## config.mk

```make
export PLATFORM = sky130hd
export DESIGN_NAME = pkg_sleep_ctrl
export DESIGN_NICKNAME = d
export VERILOG_FILES = /design/src/rtl/pkg_sleep_pkg.sv /design/src/rtl/rst_sync.sv /design/src/rtl/halt_edge_mon.sv /design/src/rtl/dwell_timer.sv /design/src/rtl/sleep_fsm.sv /design/src/rtl/pkg_sleep_ctrl.sv
export SDC_FILE = /design/constraint.sdc
export NUM_CORES = 1
export LEC_CHECK = 0
export BUFFER_PORTS_ARGS = -buffer_cell sky130_fd_sc_hd__buf_2
export CORE_MARGIN = 2
export CORE_UTILIZATION = 50
export DETAILED_ROUTE_END_ITERATION = 6
export PLACE_DENSITY = 0.75
export SLEW_MARGIN = 20
export SYNTH_ARGS = -nofsm -noshare
export SYNTH_HDL_FRONTEND = slang
export SYNTH_SLANG_ARGS = --single-unit
```

## constraint.sdc

```tcl
create_clock -name clk -period 0.9 [get_ports clk]
set_clock_uncertainty 0.15 [all_clocks]
set_input_delay 0.18 -clock clk [delete_from_list [all_inputs] [get_ports clk]]
set_output_delay 0.18 -clock clk [all_outputs]
set_load 0.03 [all_outputs]
```

## src/rtl/pkg_sleep_pkg.sv

```systemverilog
package pkg_sleep_pkg;
  typedef enum logic [1:0] {
    MODE_ACTIVE = 2'd0,
    MODE_AUTO   = 2'd1,
    MODE_CMD    = 2'd2
  } pkg_mode_e;
endpackage

```

## src/rtl/rst_sync.sv

```systemverilog
module rst_sync #(
  parameter int STAGES = 2
) (
  input  logic clk,
  input  logic arst_n,
  output logic srst_n
);
  logic [STAGES-1:0] chain_q;

  always_ff @(posedge clk or negedge arst_n) begin
    if (!arst_n) chain_q <= '0;
    else         chain_q <= {chain_q[STAGES-2:0], 1'b1};
  end

  assign srst_n = chain_q[STAGES-1];
endmodule

```

## src/rtl/halt_edge_mon.sv

```systemverilog
module halt_edge_mon #(
  parameter int NCORES = 4
) (
  input  logic              clk,
  input  logic              rst_n,
  input  logic [NCORES-1:0] halt_i,
  output logic              all_halted_o,
  output logic              any_fall_o
);
  logic [NCORES-1:0] halt_q;
  logic [NCORES-1:0] fall_v;

  for (genvar c = 0; c < NCORES; c++) begin : g_core
    always_ff @(posedge clk or negedge rst_n) begin
      if (!rst_n) halt_q[c] <= 1'b0;
      else        halt_q[c] <= halt_i[c];
    end
    assign fall_v[c] = halt_q[c] & ~halt_i[c];
  end

  assign all_halted_o = &halt_i;
  assign any_fall_o   = |fall_v;
endmodule

```

## src/rtl/dwell_timer.sv

```systemverilog
module dwell_timer #(
  parameter int W = 4
) (
  input  logic         clk,
  input  logic         rst_n,
  input  logic         clear_i,
  input  logic         qual_i,
  input  logic [W-1:0] limit_i,
  output logic         reached_o
);
  localparam logic [W-1:0] CNT_MAX = {W{1'b1}};

  logic [W-1:0] cnt_q;
  logic [W-1:0] cnt_d;
  logic         cnt_en;

  always_comb begin
    cnt_en = 1'b0;
    cnt_d  = cnt_q;
    if (clear_i) begin
      cnt_en = 1'b1;
      cnt_d  = '0;
    end else if (cnt_q != CNT_MAX) begin
      cnt_en = 1'b1;
      cnt_d  = cnt_q + 1'b1;
    end
  end

  always_ff @(posedge clk or negedge rst_n) begin
    if (!rst_n)      cnt_q <= '0;
    else if (cnt_en) cnt_q <= cnt_d;
  end

  assign reached_o = qual_i && (cnt_q >= limit_i);
endmodule

```

## src/rtl/sleep_fsm.sv

```systemverilog
module sleep_fsm
  import pkg_sleep_pkg::*;
(
  input  logic       clk,
  input  logic       rst_n,
  input  logic       auto_go_i,
  input  logic       cmd_i,
  input  logic       wake_i,
  input  logic       core_fall_i,
  output logic [1:0] mode_o,
  output logic       clk_off_o,
  output logic       active_o
);
  pkg_mode_e state_q;
  pkg_mode_e state_d;
  logic      off_q;
  logic      off_d;

  always_comb begin
    state_d = state_q;
    unique case (state_q)
      MODE_ACTIVE: begin
        if (!wake_i) begin
          if (cmd_i)          state_d = MODE_CMD;
          else if (auto_go_i) state_d = MODE_AUTO;
        end
      end
      MODE_AUTO, MODE_CMD: begin
        if (wake_i || core_fall_i) state_d = MODE_ACTIVE;
      end
      default: state_d = MODE_ACTIVE;
    endcase
    off_d = (state_d != MODE_ACTIVE);
  end

  always_ff @(posedge clk or negedge rst_n) begin
    if (!rst_n) begin
      state_q <= MODE_ACTIVE;
      off_q   <= 1'b0;
    end else begin
      state_q <= state_d;
      off_q   <= off_d;
    end
  end

  assign mode_o    = state_q;
  assign clk_off_o = off_q;
  assign active_o  = (state_q == MODE_ACTIVE);
endmodule

```

## src/rtl/pkg_sleep_ctrl.sv

```systemverilog
module pkg_sleep_ctrl #(
  parameter int NCORES  = 4,
  parameter int DWELL_W = 4
) (
  input  logic               clk,
  input  logic               rst_n,
  input  logic [NCORES-1:0]  halt_i,
  input  logic               auto_en_i,
  input  logic [DWELL_W-1:0] dwell_i,
  input  logic               sw_sleep_i,
  input  logic               wake_i,
  output logic               clk_off_o,
  output logic [1:0]         mode_o
);
  logic rst_sync_n;
  logic all_halted;
  logic any_fall;
  logic qual;
  logic active;
  logic auto_go;

  rst_sync #(.STAGES(2)) u_rst (
    .clk    (clk),
    .arst_n (rst_n),
    .srst_n (rst_sync_n)
  );

  halt_edge_mon #(.NCORES(NCORES)) u_mon (
    .clk          (clk),
    .rst_n        (rst_sync_n),
    .halt_i       (halt_i),
    .all_halted_o (all_halted),
    .any_fall_o   (any_fall)
  );

  assign qual = all_halted & auto_en_i & ~wake_i & active;

  dwell_timer #(.W(DWELL_W)) u_dwell (
    .clk       (clk),
    .rst_n     (rst_sync_n),
    .clear_i   (~qual),
    .qual_i    (qual),
    .limit_i   (dwell_i),
    .reached_o (auto_go)
  );

  sleep_fsm u_fsm (
    .clk         (clk),
    .rst_n       (rst_sync_n),
    .auto_go_i   (auto_go),
    .cmd_i       (sw_sleep_i),
    .wake_i      (wake_i),
    .core_fall_i (any_fall),
    .mode_o      (mode_o),
    .clk_off_o   (clk_off_o),
    .active_o    (active)
  );
endmodule

```

== Word level (Yosys, flattened, before mapping) ==
Cells that the tools add are included.
Word-level totals
  logic and storage cells: 43
  register bits after elaboration: 13
  latch bits: 0
  input port bits: 13
  memory bits (read-only): 0
  memories: 0
  bits in writable memories: 0
Cells by class
  $add $sub $neg: 1
  muxes and demuxes: 9
  divide/modulo/power cells: 0
  multipliers: 0
  order comparisons: 1
  bitwise operators: 12
  shifts and indexed selects: 0
  equal/unequal tests: 4
  reductions and logical operators: 8
Operator list (number)
  2-to-1 mux 2 bit: 4
  2-to-1 mux 4 bit: 2
  AND 1 bit: 7
  NOT 1 bit: 5
  adder 4 x 1 -> 4 bit (second input constant): 1
  >= comparator 4 bit: 1
  != test 4 bit (second input constant): 1
  one-hot mux 2 bit (2 select lines): 1
  AND reduction 4 bit: 1
  OR reduction 4 bit: 1
  == test 2 x 1 -> 1 bit (second input constant): 1
  == test 2 bit (second input constant): 1
  zero test 2 bit: 1
  2-to-1 mux 1 bit: 2
  != test 2 bit (second input constant): 1
  AND reduction 2 bit: 1
  nonzero test 2 bit: 1
  OR reduction 2 bit: 1
  logical AND 1 bit: 1
  logical OR 1 bit: 1

== Logic depth before layout (Yosys ltp) ==
  depth in word-level cells: 10
  gate-level depth with buffers: 6
  depth with buffers taken out: 6

== Cells and area by module ==
A second synthesis with hierarchy kept.
Second synthesis, totals
  cells, all modules: 63
  area, all modules: 680.7 µm²
Modules (own cells, without submodules)
  dwell_timer: sequential area each 100.1 µm², instances 1, cells each 31, area an instance 287.8 µm²
  sleep_fsm: sequential area each 75.1 µm², instances 1, cells each 17, area an instance 180.2 µm²
  halt_edge_mon: sequential area each 100.1 µm², instances 1, cells each 10, area an instance 140.1 µm²
  rst_sync: sequential area each 50.0 µm², instances 1, cells each 3, area an instance 53.8 µm²
  pkg_sleep_ctrl: sequential area each 0.0 µm², instances 1, cells each 2, area an instance 18.8 µm²

== Worst setup path before layout ==
Ideal clock, no wire load.
  kind: reg-to-reg
  from: reg u_fsm.state_q[0] (netlist: u_fsm.mode_o[0])
  to: reg u_fsm.state_q[0] (netlist: u_fsm.mode_o[0])
  path slack: -1.108 ns
  setup time: 0.101 ns
  period minus slack after synthesis: 2.008 ns
  arrival time: 1.758 ns
  cell stages (with the launch flop): 7
  path through: dfrtp_1 inv_1 ha_1 nand4_1 or3_4 a211o_1 o32ai_1
Between the ends
  longest elaborated chain between the ends: 7
RTL lines
  from (decl): line sleep_fsm.sv:14  | pkg_mode_e state_q;
  from (signal assigned): line sleep_fsm.sv:41  | state_q <= state_d;
  zero test 2 bit: line sleep_fsm.sv:21, sleep_fsm.sv:48
  AND 1 bit: line pkg_sleep_ctrl.sv:36  | assign qual = all_halted & auto_en_i & ~wake_i & active;
  logical AND 1 bit: line dwell_timer.sv:34  | assign reached_o = qual_i && (cnt_q >= limit_i);
  2-to-1 mux 2 bit: line sleep_fsm.sv:25  | else if (auto_go_i) state_d = MODE_AUTO;
  2-to-1 mux 2 bit: line sleep_fsm.sv:24  | if (cmd_i) state_d = MODE_CMD;
  2-to-1 mux 2 bit: line sleep_fsm.sv:23  | if (!wake_i) begin
  one-hot mux 2 bit (2 select lines) (*): line sleep_fsm.sv:21  | unique case (state_q)
  net u_fsm.state_d[0]: line sleep_fsm.sv:15  | pkg_mode_e state_d;
The timed path passes the listed nets; every way through them passes the cells marked *.
A chain may end at the register's enable or synchronous reset.

== Worst setup path after layout ==
  from: reg u_fsm.state_q[1] (netlist: u_fsm.mode_o[1])
  to: reg u_fsm.state_q[0] (netlist: u_fsm.mode_o[0])
Same word-level chain as after synthesis.

==> results.md <==
* Required time of the critical path at 0.94 ns
* Worst endpoint data arrival time at 1.85 ns
* Source-to-sink clock delay at the later pin of the worst-skew pair at 0.28 ns
* Synthesized netlist cell count at 67
* Peak Freq at 0.551 GHz
* Leak at 0.000518 uW
* Routed vias/inst at 5.15
* Simple-Gate Fraction of Synth Area at 20.3%
* Vias at 633
* Row count at 13
* Setup repair after global routing missed its margin: yes
* Part of the cycle the worst path needs at 202%
* Share of post-route cells with drive strength above 1 at 45.4%
* Synth warnings at 0
* Clock-pin slew of the registers on the worst-case setup and hold paths at 0.08 ns
* Largest fanout of any net on the critical path at 3
* Endpoint of the worst hold-timing path: u_mon.halt_q[2]$_DFF_PN0_
* # DRC at 0
* Die Height at 41.0 um
* Cells on worst reg2reg path at 6
* Root buf cell: sky130_fd_sc_hd__clkbuf_4
* Largest family of logic cells by synthesized area: simple AND/OR/NAND/NOR gates
* Cell Area, Synth at 683 sq um
* Routability cong. at 0.673
* H-Tree Level Count at 1
* Final instance area at 0.00105 sq mm
* DRT met1 WL at 642 um
* Setup Viol. Count Final at 10
* Worst min-delay path class: input port to flop
* Reg-to-reg endpoint: u_fsm.mode_o[0]$_DFF_PN0_
* WL final at 1630 um
* Time the final worst path needs with I/O delays and setup at 1.82 ns
* Cell taking the most area after synthesis: sky130_fd_sc_hd__dfrtp_1
* Crit path launch type: flop
* Horizontal die dimension at 41.0 um
* Max-slew violation count at 0
* CP Class: flop to flop
* Count of nets after finishing at 129
* Post-DR wirelength/cell at 13.3 um
* Area share of the largest cell type after synthesis at 47.6%
* R2r setup slk at -0.92 ns
* Area of the multi-input gates at 379 sq um
* Share of the synthesized area in compound gates (AO/OA/AOI/OAI) at 12.1%
* Maximum Capacitance Violations at 0
* Initial cell density of the core at 53.2%
* Register Area at 328 sq um
* Initial DRC count at 7
* Number of buffers created by CTS at 3
* Topmost layer with routed signal wires: met4
* Count of antenna diodes in the layout at 0
* Average cell area after synthesis at 10.2 sq um
* Post-synthesis xor/xnor area fraction at 1.28%
* Hold Vio Cnt, Final at 2
* Met3 WL post-DR at 70 um
* Synth cell types at 25
* Status: finished, violations left
* Remaining Overflow, GRT at 0
* Hold Buf Count CTS at 3
* Critical Path End Type: flop
* All-Layer GR Usage at 22.9%
* Count of buffers inserted at the top-level ports at 15
* Met2 routed wirelength at 891 um
* Violations in the final reports: hold timing, setup timing
* Half-perimeter wire length of the detailed placement result at 1170 um
* Arithmetic-cell share of the synthesized area counting full adders, half adders and majority gates at 12.8%
* Hold path start: halt_i[2]
* Clock sink count at 13
* Min Hold Slack at -0.0371 ns
* Power Total at 1720 uW
* Number of antenna violations at the first check in global routing at 0
* Fill cell count at 84
* Maximum ir drop on the vdd rail at 983 uV
* Number of synthesized register bits at 13
* Net count after synthesis at 87
* Share of the yosys chip area belonging to registers at 47.6%
* Min-Delay Path Depth at 2
* Standard cell area after detailed placement at 905 sq um
* Fin worst setup slack at -0.915 ns
* Largest net degree at the start of global routing at 8
* Cell area power density at 1640 mW/mm^2
* Clk buf depth at 2
* Number of optimization iterations in the first detailed-route pass at 4
* Vias in the first global route at 585
* Wire length of the first global-routing pass at 2350 um
* Cells taking the most area after synthesis: sky130_fd_sc_hd__dfrtp_1, sky130_fd_sc_hd__ha_1, sky130_fd_sc_hd__nor2b_1, sky130_fd_sc_hd__nor2_1, sky130_fd_sc_hd__inv_1
* Share of cell area taken by muxes after synthesis at 1.47%
* Clock tree from TritonCTS: done
* Beginning of the worst register-to-register path: u_fsm.mode_o[1]$_DFF_PN0_
* Number of antenna-violating nets in the routed design at 0
* Placeable core region at 0.00128 sq mm
* Area grow syn2layout at 53.5%
* Die footprint at 0.00168 sq mm
* # IOs at 16
[cell families (layout without fill, tap and decap cells)]
family	count (synthesis)	after routing
DFF	13	13
other	1	1
adders and majority gates	7	7
AOI/OAI and AO/OA	11	11
muxes	1	1
and+or+nand+nor	26	26
xor gates and xnor gates	1	1
buffers and inverters	7	48
[sequential cells by signal (all words and copies together), names as in the netlist]
signal	count
u_dwell.cnt_q	4
u_fsm.clk_off_o	1
u_fsm.mode_o	2
u_mon.halt_q	4
u_rst.chain_q	2
[cell usage after synthesis]
| master | instances |
|---|---|
| sky130_fd_sc_hd__a31o_2 | 1 |
| sky130_fd_sc_hd__a31oi_1 | 1 |
| sky130_fd_sc_hd__conb_1 | 1 |
| sky130_fd_sc_hd__nand3_1 | 2 |
| sky130_fd_sc_hd__a211o_1 | 1 |
| sky130_fd_sc_hd__a211oi_1 | 1 |
| sky130_fd_sc_hd__a21oi_1 | 2 |
| sky130_fd_sc_hd__a21o_1 | 1 |
| sky130_fd_sc_hd__or3_4 | 1 |
| sky130_fd_sc_hd__a2111oi_1 | 1 |
| sky130_fd_sc_hd__nor2_1 | 8 |
| sky130_fd_sc_hd__o21ai_0 | 1 |
| sky130_fd_sc_hd__or2b_1 | 1 |
| sky130_fd_sc_hd__nand2_1 | 2 |
| sky130_fd_sc_hd__nor3_1 | 4 |
| sky130_fd_sc_hd__dfrtp_1 | 13 |
| sky130_fd_sc_hd__xnor2_1 | 1 |
| sky130_fd_sc_hd__a32o_1 | 1 |
| sky130_fd_sc_hd__inv_1 | 7 |
| sky130_fd_sc_hd__mux2i_1 | 1 |
| sky130_fd_sc_hd__o32ai_1 | 1 |
| sky130_fd_sc_hd__nor3b_1 | 2 |
| sky130_fd_sc_hd__ha_1 | 7 |
| sky130_fd_sc_hd__nand4_1 | 1 |
| sky130_fd_sc_hd__nor2b_1 | 5 |
[layer usage]
layer / global-route usage [%] / vias to the layer above
li1: - / 316
met4: 10.8 / 0
met1: 25.2 / 296
met3: 5.98 / 3
met5: 0 / -
met2: 40.2 / 18
[power breakdown]
group	internal (uW)	total [uW]	leakage (uW)	switching (uW)
Combinational	345	680	0.000341	335
Sequential	642	671	0.000162	28.6
Clock	173	371	0.0000150	198
[stage by stage]
| step | cells | worst slack [ns] | hold slack, ns | util (%) | setup TNS (ns) |
|---|---|---|---|---|---|
| after detailed placement | 112 | -1.02 | -0.182 | 70.4 | -5.87 |
| after global placement | 112 | -0.940 | -0.185 | 70.4 | -5.56 |
| final | 123 | -0.915 | -0.0371 | 81.6 | -6.51 |
| after floorplan | 67 | -1.03 | -0.266 | - | -5.54 |
| after CTS | 120 | -0.960 | -0.0434 | 78.4 | -6.35 |
| after global routing | 123 | -0.993 | -0.0287 | 81.6 | -7.08 |
[critical path: stages (launching register included)]
cell and delay, ns:
sky130_fd_sc_hd__dfrtp_2 0.42, sky130_fd_sc_hd__inv_2 0.07, sky130_fd_sc_hd__ha_4 0.13, sky130_fd_sc_hd__nand4_1 0.07, sky130_fd_sc_hd__or3_4 0.34, sky130_fd_sc_hd__a211o_1 0.28
sky130_fd_sc_hd__o32ai_2 0.26
[cell usage in the layout, fill, tap and decap left out, types with 3 or more instances in the layout]
cell,count
sky130_fd_sc_hd__buf_2,12
sky130_fd_sc_hd__buf_4,18
sky130_fd_sc_hd__buf_6,4
sky130_fd_sc_hd__clkbuf_4,3
sky130_fd_sc_hd__dfrtp_1,11
sky130_fd_sc_hd__dlygate4sd3_1,3
sky130_fd_sc_hd__ha_1,6
sky130_fd_sc_hd__inv_1,5
sky130_fd_sc_hd__nor2_1,6
sky130_fd_sc_hd__nor2b_1,5
[layout make-up]
| cell class | instances | area share (%) |
|---|---|---|
| clock buffer | 4 | 2.51 |
| inverter | 7 | 2.51 |
| multi-input combinational | 47 | 36.2 |
| sequential | 13 | 31.3 |
| tap | 15 | 1.79 |
| timing repair buffer | 37 | 25.8 |
[repair_timing]
action	4_1_cts	5_1_grt
buffers inserted	1	3
resized for setup	10	4
pin swaps	5	4
hold endpoints to repair	6	2
endpoints found under the setup margin	10	10
[how the worst max path moves through the flow]
stage,start,end,slack [ns],cells past startpoint
after floorplan,u_fsm.mode_o[0]$_DFF_PN0_,u_fsm.mode_o[0]$_DFF_PN0_,-1.03,6
after global placement,u_fsm.mode_o[0]$_DFF_PN0_,u_fsm.mode_o[0]$_DFF_PN0_,-0.94,6
after detailed placement,u_fsm.mode_o[0]$_DFF_PN0_,u_fsm.mode_o[0]$_DFF_PN0_,-1.02,6
after CTS,u_fsm.mode_o[1]$_DFF_PN0_,u_fsm.mode_o[0]$_DFF_PN0_,-0.96,6
after global routing,u_fsm.mode_o[1]$_DFF_PN0_,u_fsm.mode_o[0]$_DFF_PN0_,-0.99,6
final,u_fsm.mode_o[1]$_DFF_PN0_,u_fsm.mode_o[0]$_DFF_PN0_,-0.92,6
(Power assumes the default switching activity.)
